`config.mk`:
```
export PLATFORM = sky130hd
export DESIGN_NAME = can_tx_cmd_ctrl
export DESIGN_NICKNAME = d
export VERILOG_FILES = /design/src/rtl/can_txc_pkg.sv /design/src/rtl/can_txc_decode.sv /design/src/rtl/can_txc_ctrl.sv /design/src/rtl/can_txc_buf.sv /design/src/rtl/can_tx_cmd_ctrl.sv
export SDC_FILE = /design/constraint.sdc
export NUM_CORES = 1
export LEC_CHECK = 0
export BUFFER_PORTS_ARGS = -buffer_cell sky130_fd_sc_hd__buf_2
export CAP_MARGIN = 15
export CORE_ASPECT_RATIO = 0.75
export CORE_MARGIN = 4
export CORE_UTILIZATION = 30
export DETAILED_ROUTE_END_ITERATION = 10
export GPL_ROUTABILITY_DRIVEN = 0
export PLACE_DENSITY = 0.6
export SLEW_MARGIN = 30
export SYNTH_ARGS = -nofsm -noshare
export SYNTH_HDL_FRONTEND = slang
export SYNTH_HIERARCHICAL = 1
export SYNTH_SLANG_ARGS = --single-unit
```
`constraint.sdc`:
```
create_clock -name clk -period 1.7 [get_ports clk]
set_input_delay 0.085 -clock clk [delete_from_list [all_inputs] [get_ports clk]]
set_output_delay 0.085 -clock clk [all_outputs]
set_load 0.03 [all_outputs]
```
`src/rtl/can_txc_pkg.sv`:
```
package can_txc_pkg;
  localparam int CMD_W     = 8;
  localparam int BIT_REQ   = 0;
  localparam int BIT_ABORT = 1;
  localparam int BIT_SELF  = 4;

  // decode -> control
  typedef struct packed {
    logic request;
    logic singleShot;
    logic selfRx;
    logic abort;
  } cmdStrobe_t;

  // control -> buffer datapath
  typedef struct packed {
    logic wrEn;
  } bufStrobe_t;
endpackage

```
`src/rtl/can_txc_decode.sv`:
```
module can_txc_decode
  import can_txc_pkg::*;
(
  input  logic             clk,
  input  logic             rstN,
  input  logic             cmdWr,
  input  logic [CMD_W-1:0] cmdData,
  output cmdStrobe_t       strobes
);
  logic prevWr;
  logic live;
  logic anyReq;
  logic unusedCmdBits;

  always_ff @(posedge clk or negedge rstN) begin
    if (!rstN) prevWr <= 1'b0;
    else       prevWr <= cmdWr;
  end

  assign live          = cmdWr && !prevWr;
  assign anyReq        = cmdData[BIT_REQ] || cmdData[BIT_SELF];
  assign unusedCmdBits = ^{cmdData[7:5], cmdData[3:2]};

  always_comb begin
    strobes            = '0;
    strobes.request    = live && anyReq;
    strobes.singleShot = live && anyReq && cmdData[BIT_ABORT];
    strobes.selfRx     = live && cmdData[BIT_SELF] && !cmdData[BIT_REQ];
    strobes.abort      = live && cmdData[BIT_ABORT] && !anyReq;
  end


  spacing_guard_chk: assert property (@(posedge clk) disable iff (!rstN)
    prevWr |-> (strobes == '0));


  self_drop_chk: assert property (@(posedge clk) disable iff (!rstN)
    (cmdWr && cmdData[BIT_REQ]) |-> !strobes.selfRx);
endmodule

```
`src/rtl/can_txc_ctrl.sv`:
```
module can_txc_ctrl
  import can_txc_pkg::*;
(
  input  logic       clk,
  input  logic       rstN,
  input  cmdStrobe_t cmd,
  input  logic       txStarted,
  input  logic       txDone,
  input  logic       txFail,
  input  logic       txArbLost,
  input  logic       irqRdStrobe,
  input  logic       bufWr,
  output logic       txStartReq,
  output logic       txSingleShot,
  output logic       txSelfRx,
  output logic       txBufFree,
  output logic       txComplete,
  output logic       txActive,
  output logic       txIrq,
  output bufStrobe_t bufCtl
);
  logic pending, active, singleShot, selfRx, bufFree, complete, irq;
  logic nPending, nActive, nSingleShot, nSelfRx, nBufFree, nComplete, nIrq;
  logic irqSet;

  always_comb begin
    nPending    = pending;
    nActive     = active;
    nSingleShot = singleShot;
    nSelfRx     = selfRx;
    nBufFree    = bufFree;
    nComplete   = complete;
    irqSet      = 1'b0;

    if (cmd.request) nComplete = 1'b0;
    if (cmd.request && bufFree) begin
      nPending    = 1'b1;
      nBufFree    = 1'b0;
      nSingleShot = cmd.singleShot;
      nSelfRx     = cmd.selfRx;
    end

    if (pending && txStarted) begin
      nPending = 1'b0;
      nActive  = 1'b1;
      if (cmd.abort) nSingleShot = 1'b1;
    end else if (pending && cmd.abort) begin
      nPending = 1'b0;
      nBufFree = 1'b1;
      irqSet   = 1'b1;
    end

    if (active) begin
      if (cmd.abort) nSingleShot = 1'b1;
      if (txDone) begin
        nActive   = 1'b0;
        nComplete = 1'b1;
        nBufFree  = 1'b1;
        irqSet    = 1'b1;
      end else if (txFail || txArbLost) begin
        nActive = 1'b0;
        if (singleShot || cmd.abort) begin
          nBufFree = 1'b1;
          irqSet   = 1'b1;
        end else begin
          nPending = 1'b1;
        end
      end
    end

    if (irqSet)           nIrq = 1'b1;
    else if (irqRdStrobe) nIrq = 1'b0;
    else                  nIrq = irq;
  end

  always_ff @(posedge clk or negedge rstN) begin
    if (!rstN) begin
      pending    <= 1'b0;
      active     <= 1'b0;
      singleShot <= 1'b0;
      selfRx     <= 1'b0;
      bufFree    <= 1'b1;
      complete   <= 1'b1;
      irq        <= 1'b0;
    end else begin
      pending    <= nPending;
      active     <= nActive;
      singleShot <= nSingleShot;
      selfRx     <= nSelfRx;
      bufFree    <= nBufFree;
      complete   <= nComplete;
      irq        <= nIrq;
    end
  end

  assign txStartReq   = pending;
  assign txSingleShot = singleShot;
  assign txSelfRx     = selfRx;
  assign txBufFree    = bufFree;
  assign txComplete   = complete;
  assign txActive     = active;
  assign txIrq        = irq;
  assign bufCtl.wrEn  = bufWr && bufFree;


  lock_excl_chk: assert property (@(posedge clk) disable iff (!rstN)
    !(pending && bufFree) && !(pending && active));


  accept_chk: assert property (@(posedge clk) disable iff (!rstN)
    (cmd.request && bufFree) |=> (txStartReq && !txBufFree && !txComplete));


  start_chk: assert property (@(posedge clk) disable iff (!rstN)
    (pending && txStarted) |=> (txActive && !txStartReq));


  abort_cancel_chk: assert property (@(posedge clk) disable iff (!rstN)
    (pending && !txStarted && cmd.abort) |=> (!txStartReq && txBufFree && txIrq));


  done_release_chk: assert property (@(posedge clk) disable iff (!rstN)
    (active && txDone) |=> (txBufFree && txComplete && txIrq && !txActive));


  retry_chk: assert property (@(posedge clk) disable iff (!rstN)
    (active && !txDone && (txFail || txArbLost) && !singleShot && !cmd.abort)
      |=> (txStartReq && !txBufFree));


  irq_hold_chk: assert property (@(posedge clk) disable iff (!rstN)
    (txIrq && !irqRdStrobe) |=> txIrq);
endmodule

```
`src/rtl/can_txc_buf.sv`:
```
module can_txc_buf
  import can_txc_pkg::*;
#(
  parameter int DEPTH  = 13,
  parameter int DATA_W = 8,
  parameter int ADDR_W = $clog2(DEPTH)
) (
  input  logic              clk,
  input  logic              rstN,
  input  bufStrobe_t        ctl,
  input  logic [ADDR_W-1:0] wrAddr,
  input  logic [DATA_W-1:0] wrData,
  input  logic [ADDR_W-1:0] rdAddr,
  output logic [DATA_W-1:0] rdData
);
  logic [DATA_W-1:0] mem [DEPTH];

  for (genvar i = 0; i < DEPTH; i++) begin : gEntry
    always_ff @(posedge clk or negedge rstN) begin
      if (!rstN)                                   mem[i] <= '0;
      else if (ctl.wrEn && wrAddr == ADDR_W'(i))   mem[i] <= wrData;
    end


    entry_hold_chk: assert property (@(posedge clk) disable iff (!rstN)
      !(ctl.wrEn && wrAddr == ADDR_W'(i)) |=> $stable(mem[i]));
  end

  always_comb begin
    rdData = '0;
    for (int i = 0; i < DEPTH; i++)
      if (rdAddr == ADDR_W'(i)) rdData = mem[i];
  end
endmodule

```
`src/rtl/can_tx_cmd_ctrl.sv`:
```
module can_tx_cmd_ctrl
  import can_txc_pkg::*;
#(
  parameter  int BUF_BYTES = 13,
  parameter  int DATA_W    = 8,
  localparam int ADDR_W    = $clog2(BUF_BYTES)
) (
  input  logic              clk,
  input  logic              rstN,
  input  logic              cmdWr,
  input  logic [CMD_W-1:0]  cmdData,
  output logic [CMD_W-1:0]  cmdRdData,
  input  logic              bufWr,
  input  logic [ADDR_W-1:0] bufWrAddr,
  input  logic [DATA_W-1:0] bufWrData,
  input  logic [ADDR_W-1:0] bufRdAddr,
  output logic [DATA_W-1:0] bufRdData,
  output logic              txStartReq,
  output logic              txSingleShot,
  output logic              txSelfRx,
  input  logic              txStarted,
  input  logic              txDone,
  input  logic              txFail,
  input  logic              txArbLost,
  output logic              txBufFree,
  output logic              txComplete,
  output logic              txActive,
  output logic              txIrq,
  input  logic              irqRdStrobe
);
  cmdStrobe_t cmdStb;
  bufStrobe_t bufStb;

  // the command byte is write-only
  assign cmdRdData = '0;

  can_txc_decode uDecode (
    .clk     (clk),
    .rstN    (rstN),
    .cmdWr   (cmdWr),
    .cmdData (cmdData),
    .strobes (cmdStb)
  );

  can_txc_ctrl uCtrl (
    .clk          (clk),
    .rstN         (rstN),
    .cmd          (cmdStb),
    .txStarted    (txStarted),
    .txDone       (txDone),
    .txFail       (txFail),
    .txArbLost    (txArbLost),
    .irqRdStrobe  (irqRdStrobe),
    .bufWr        (bufWr),
    .txStartReq   (txStartReq),
    .txSingleShot (txSingleShot),
    .txSelfRx     (txSelfRx),
    .txBufFree    (txBufFree),
    .txComplete   (txComplete),
    .txActive     (txActive),
    .txIrq        (txIrq),
    .bufCtl       (bufStb)
  );

  can_txc_buf #(.DEPTH(BUF_BYTES), .DATA_W(DATA_W), .ADDR_W(ADDR_W)) uBuf (
    .clk    (clk),
    .rstN   (rstN),
    .ctl    (bufStb),
    .wrAddr (bufWrAddr),
    .wrData (bufWrData),
    .rdAddr (bufRdAddr),
    .rdData (bufRdData)
  );
endmodule

```
==> flow_metrics.py <==
metrics = {
    "status": {
        "status": "finished with violations",
        "violations": "setup timing",
    },
    "sta": {
        "fin_crit_sh_pct": 109,
        "min_period_ns": 1.85,
        "final_hold_viol_count": 0,
        "final-setup-viol-count": 16,
        "worst_slack_ns": -0.147,
        "rsz0062_at_grt": "yes",
        "finalSetupTns_ns": -0.946,
        "finalMaxSlewViolations": 0,
        "fmax_ghz": 0.541,
        "skew_ns": 0.0144,
    },
    "min_path": {
        "holdCritPathClass": "primary input to flip-flop",
        "hold_start": "irqRdStrobe",
    },
    "detailed_routing": {
        "dr_wl_met2_um": 6410,
        "wl_met1_um": 6650,
        "routed.top_layer": "met4",
        "via_per_inst": 4.95,
        "avgRoutedWirePerCell_um": 17.4,
        "drt_iter0_markers": 183,
        "dr.pass1.iters": 6,
        "wl_met3_um": 576,
        "wl_um": 13800,
        "ant_nets": 0,
        "drc": 0,
        "via_count": 3905,
    },
    "floorplanning": {
        "start_util_pct": 30.5,
        "die_height_um": 127,
        "io_pins": 56,
        "die_area_um2": 21100,
        "coreArea_um2": 18500,
        "placementRows": 43,
        "die_w_um": 166,
    },
    "power": {
        "p_per_area_nw_per_um2": 750,
        "p_clk_share_pct": 40.4,
        "p_comb_share_pct": 9.9,
        "swShare_pct": 25.2,
        "switchingPower_mw": 1.35,
        "leakage_nw": 3.47,
        "intPower_mw": 4.01,
        "ir_drop_v": 0.000402,
        "p_seq_share_pct": 49.7,
    },
    "global_routing": {
        "grt_first_pass_wirelength_um": 22100,
        "grt_pass1_vias": 4016,
        "grt_max_degree": 58,
        "grt_usage_pct": 13.0,
        "grt-ovfl-total": 0,
        "grt_antenna_before_repair": 0,
    },
    "worst_setup_path": {
        "crit_start": "uBuf/mem[78]",
        "crit_path_max_fanout": 2,
        "startpoint_type": "flip-flop",
        "crit_arrival_ns": 1.76,
        "critical_path.endpoint_type": "output pin",
        "r2r_start": "uCtrl/txBufFree",
        "critPathKind": "flip-flop to output pin",
        "worstPathRequired_ns": 1.62,
    },
    "clock_network": {
        "cts.path.max_buffers": 2,
        "cts.sinks": 112,
        "cts-root-buf": "clkbuf_16",
        "clk_pin_slew_ns": 0.08,
        "clk_latency_ns": 0.35,
        "tritoncts": "done",
        "cts-htree-levels": 3,
        "cts_made_buffers": 9,
    },
    "finish": {
        "drive_gt1_share_pct": 45.9,
        "fin_nets": 570,
        "layout_common_cells": "110 x dfrtp_1, 53 x mux2_2, 46 x mux2_4",
        "layout_commonest_cell": "dfrtp_1",
        "area_growth_pct": 26.4,
        "antennaDiodeCount": 0,
        "final_core_util_pct": 38.6,
    },
    "yosys": {
        "synth_cell_type_count": 49,
        "synth_ff_type": "dfrtp_1",
        "postSynth.asyncResetShare_pct": 100,
        "syn_avg_cell_area_um2": 12.0,
        "synth-seq-cells": 112,
        "yosysSeqAreaShare_pct": 49.6,
        "syn_area_um2": 5650,
        "synth-warning-count": 6,
        "synth_edf_count": 0,
        "postSynthCellCount": 472,
    },
    "placed_design": {
        "numPortBuffers": 42,
        "pre_cts_slack_ns": -0.0846,
        "hpwl_um": 9720,
    },
    "flow_run": {
        "max_cap_violations": 0,
    },
}
metrics by stage:
step / hold WS [ns] / std cells / area, um2 / total power [mW]
CTS: 0.00679 / 786 / 6970 / 5.39
detailed placement: -0.0278 / 759 / 6380 / 3.20
global route: 0.0302 / 789 / 7140 / 5.57
global placement: -0.0306 / 759 / 6380 / 3.18
finish: 0.0130 / 789 / 7140 / 5.36
floorplan: -0.211 / 479 / 5740 / 3.00
flip-flops by register name, indices dropped and copies added (netlist names):
register / flops
uDecode/prevWr: 1
uCtrl/txActive: 1
uCtrl/txIrq: 1
uCtrl/txSelfRx: 1
uBuf/mem: 104
uCtrl/txBufFree: 1
uCtrl/txSingleShot: 1
uCtrl/txComplete: 1
uCtrl/txStartReq: 1
power groups by stage:
stage	sequential, mW	clock [mW]	combinational (mW)
after CTS	2.66	2.21	0.517
after global routing	2.66	2.34	0.571
after detailed placement	2.72	0	0.481
final	2.66	2.17	0.529
after floorplan	2.72	0	0.278
after global placement	2.72	0	0.469
synth_stat cells, types with 2 or more instances:
cell type | n | area [um2]
nand3b_1 | 3 | 22.5
mux2_4 | 13 | 195
nor2b_1 | 4 | 25.0
nand3_1 | 8 | 40.0
buf_2 | 13 | 65.1
a2bb2oi_1 | 6 | 52.6
mux2_1 | 8 | 90.1
nand2_1 | 26 | 97.6
nor3b_2 | 2 | 25.0
a21oi_1 | 14 | 70.1
mux2_2 | 78 | 878
clkbuf_1 | 11 | 41.3
a31o_2 | 4 | 35.0
dfrtp_1 | 110 | 2750
nor3_1 | 7 | 35.0
dfstp_2 | 2 | 52.6
o22ai_1 | 13 | 81.3
buf_1 | 2 | 7.51
inv_1 | 16 | 60.1
a211o_1 | 6 | 52.6
nand4_1 | 2 | 12.5
a31o_1 | 2 | 17.5
nor2_1 | 19 | 71.3
nand2b_1 | 8 | 50.1
mux4_2 | 5 | 113
buf_6 | 5 | 56.3
mux2i_1 | 20 | 200
nor2_2 | 6 | 37.5
o21ai_0 | 25 | 125
a22oi_1 | 6 | 45.0
buf_4 | 9 | 67.6
o21ai_1 | 2 | 10.0
per-layer routing:
layer / vias to the layer above / track usage (%)
met5: - / 0
met4: 0 / 2.55
met3: 11 / 2.99
met2: 77 / 20.8
met1: 2012 / 18.3
li1: 1805 / -
worst paths after layout:
path	endpoint	slack, ns	cells after the start
max in group asynchronous	uCtrl/txComplete	0.94	3
min in group asynchronous	uBuf/mem[22]	0.15	2
hold / removal	uCtrl/txIrq	0.01	3
hold reg to reg	uCtrl/txComplete	0.49	2
setup / recovery	bufRdData[6]	-0.15	5
setup reg to reg	uBuf/mem[73]	-0.06	5
area by class of cell:
class / instances / area [um2]
Fill cell: 1776 / 11400
Clock buffer: 9 / 225
Tap cell: 247 / 309
Clock inverter: 7 / 75.1
Sequential cell: 112 / 2810
Multi-Input combinational cell: 311 / 2900
Inverter: 16 / 60.1
Timing Repair Buffer: 87 / 771
critical path, cell delays in order, from the launching register on:
cell	delay, ns
dfrtp_1	0.39
mux4_2	0.48
nor2b_1	0.16
a211oi_2	0.17
a21oi_2	0.06
buf_6	0.14
what timing repair did:
| item | CTS | global route |
|---|---|---|
| setup endpoints to repair | 61 | 78 |
| gates resized for setup | 47 | 40 |
| buffers inserted | 7 | 4 |
| hold buffers | 4 | 0 |
| pin swaps | 8 | 10 |
| hold endpoints to repair | 113 | 0 |
| cloned | 0 | 0 |
cells by family (layout without fill, tap and decap cells):
group | after synthesis | after routing | synth area share, %
AOI/OAI and AO/OA | 83 | 83 | 9.43
buffers and inverters | 56 | 119 | 5.27
DFF | 112 | 112 | 49.6
muxes | 124 | 124 | 26.1
other | 1 | 8 | 0.0664
and+or+nand+nor | 96 | 96 | 9.48
(Power assumes the default switching activity.)
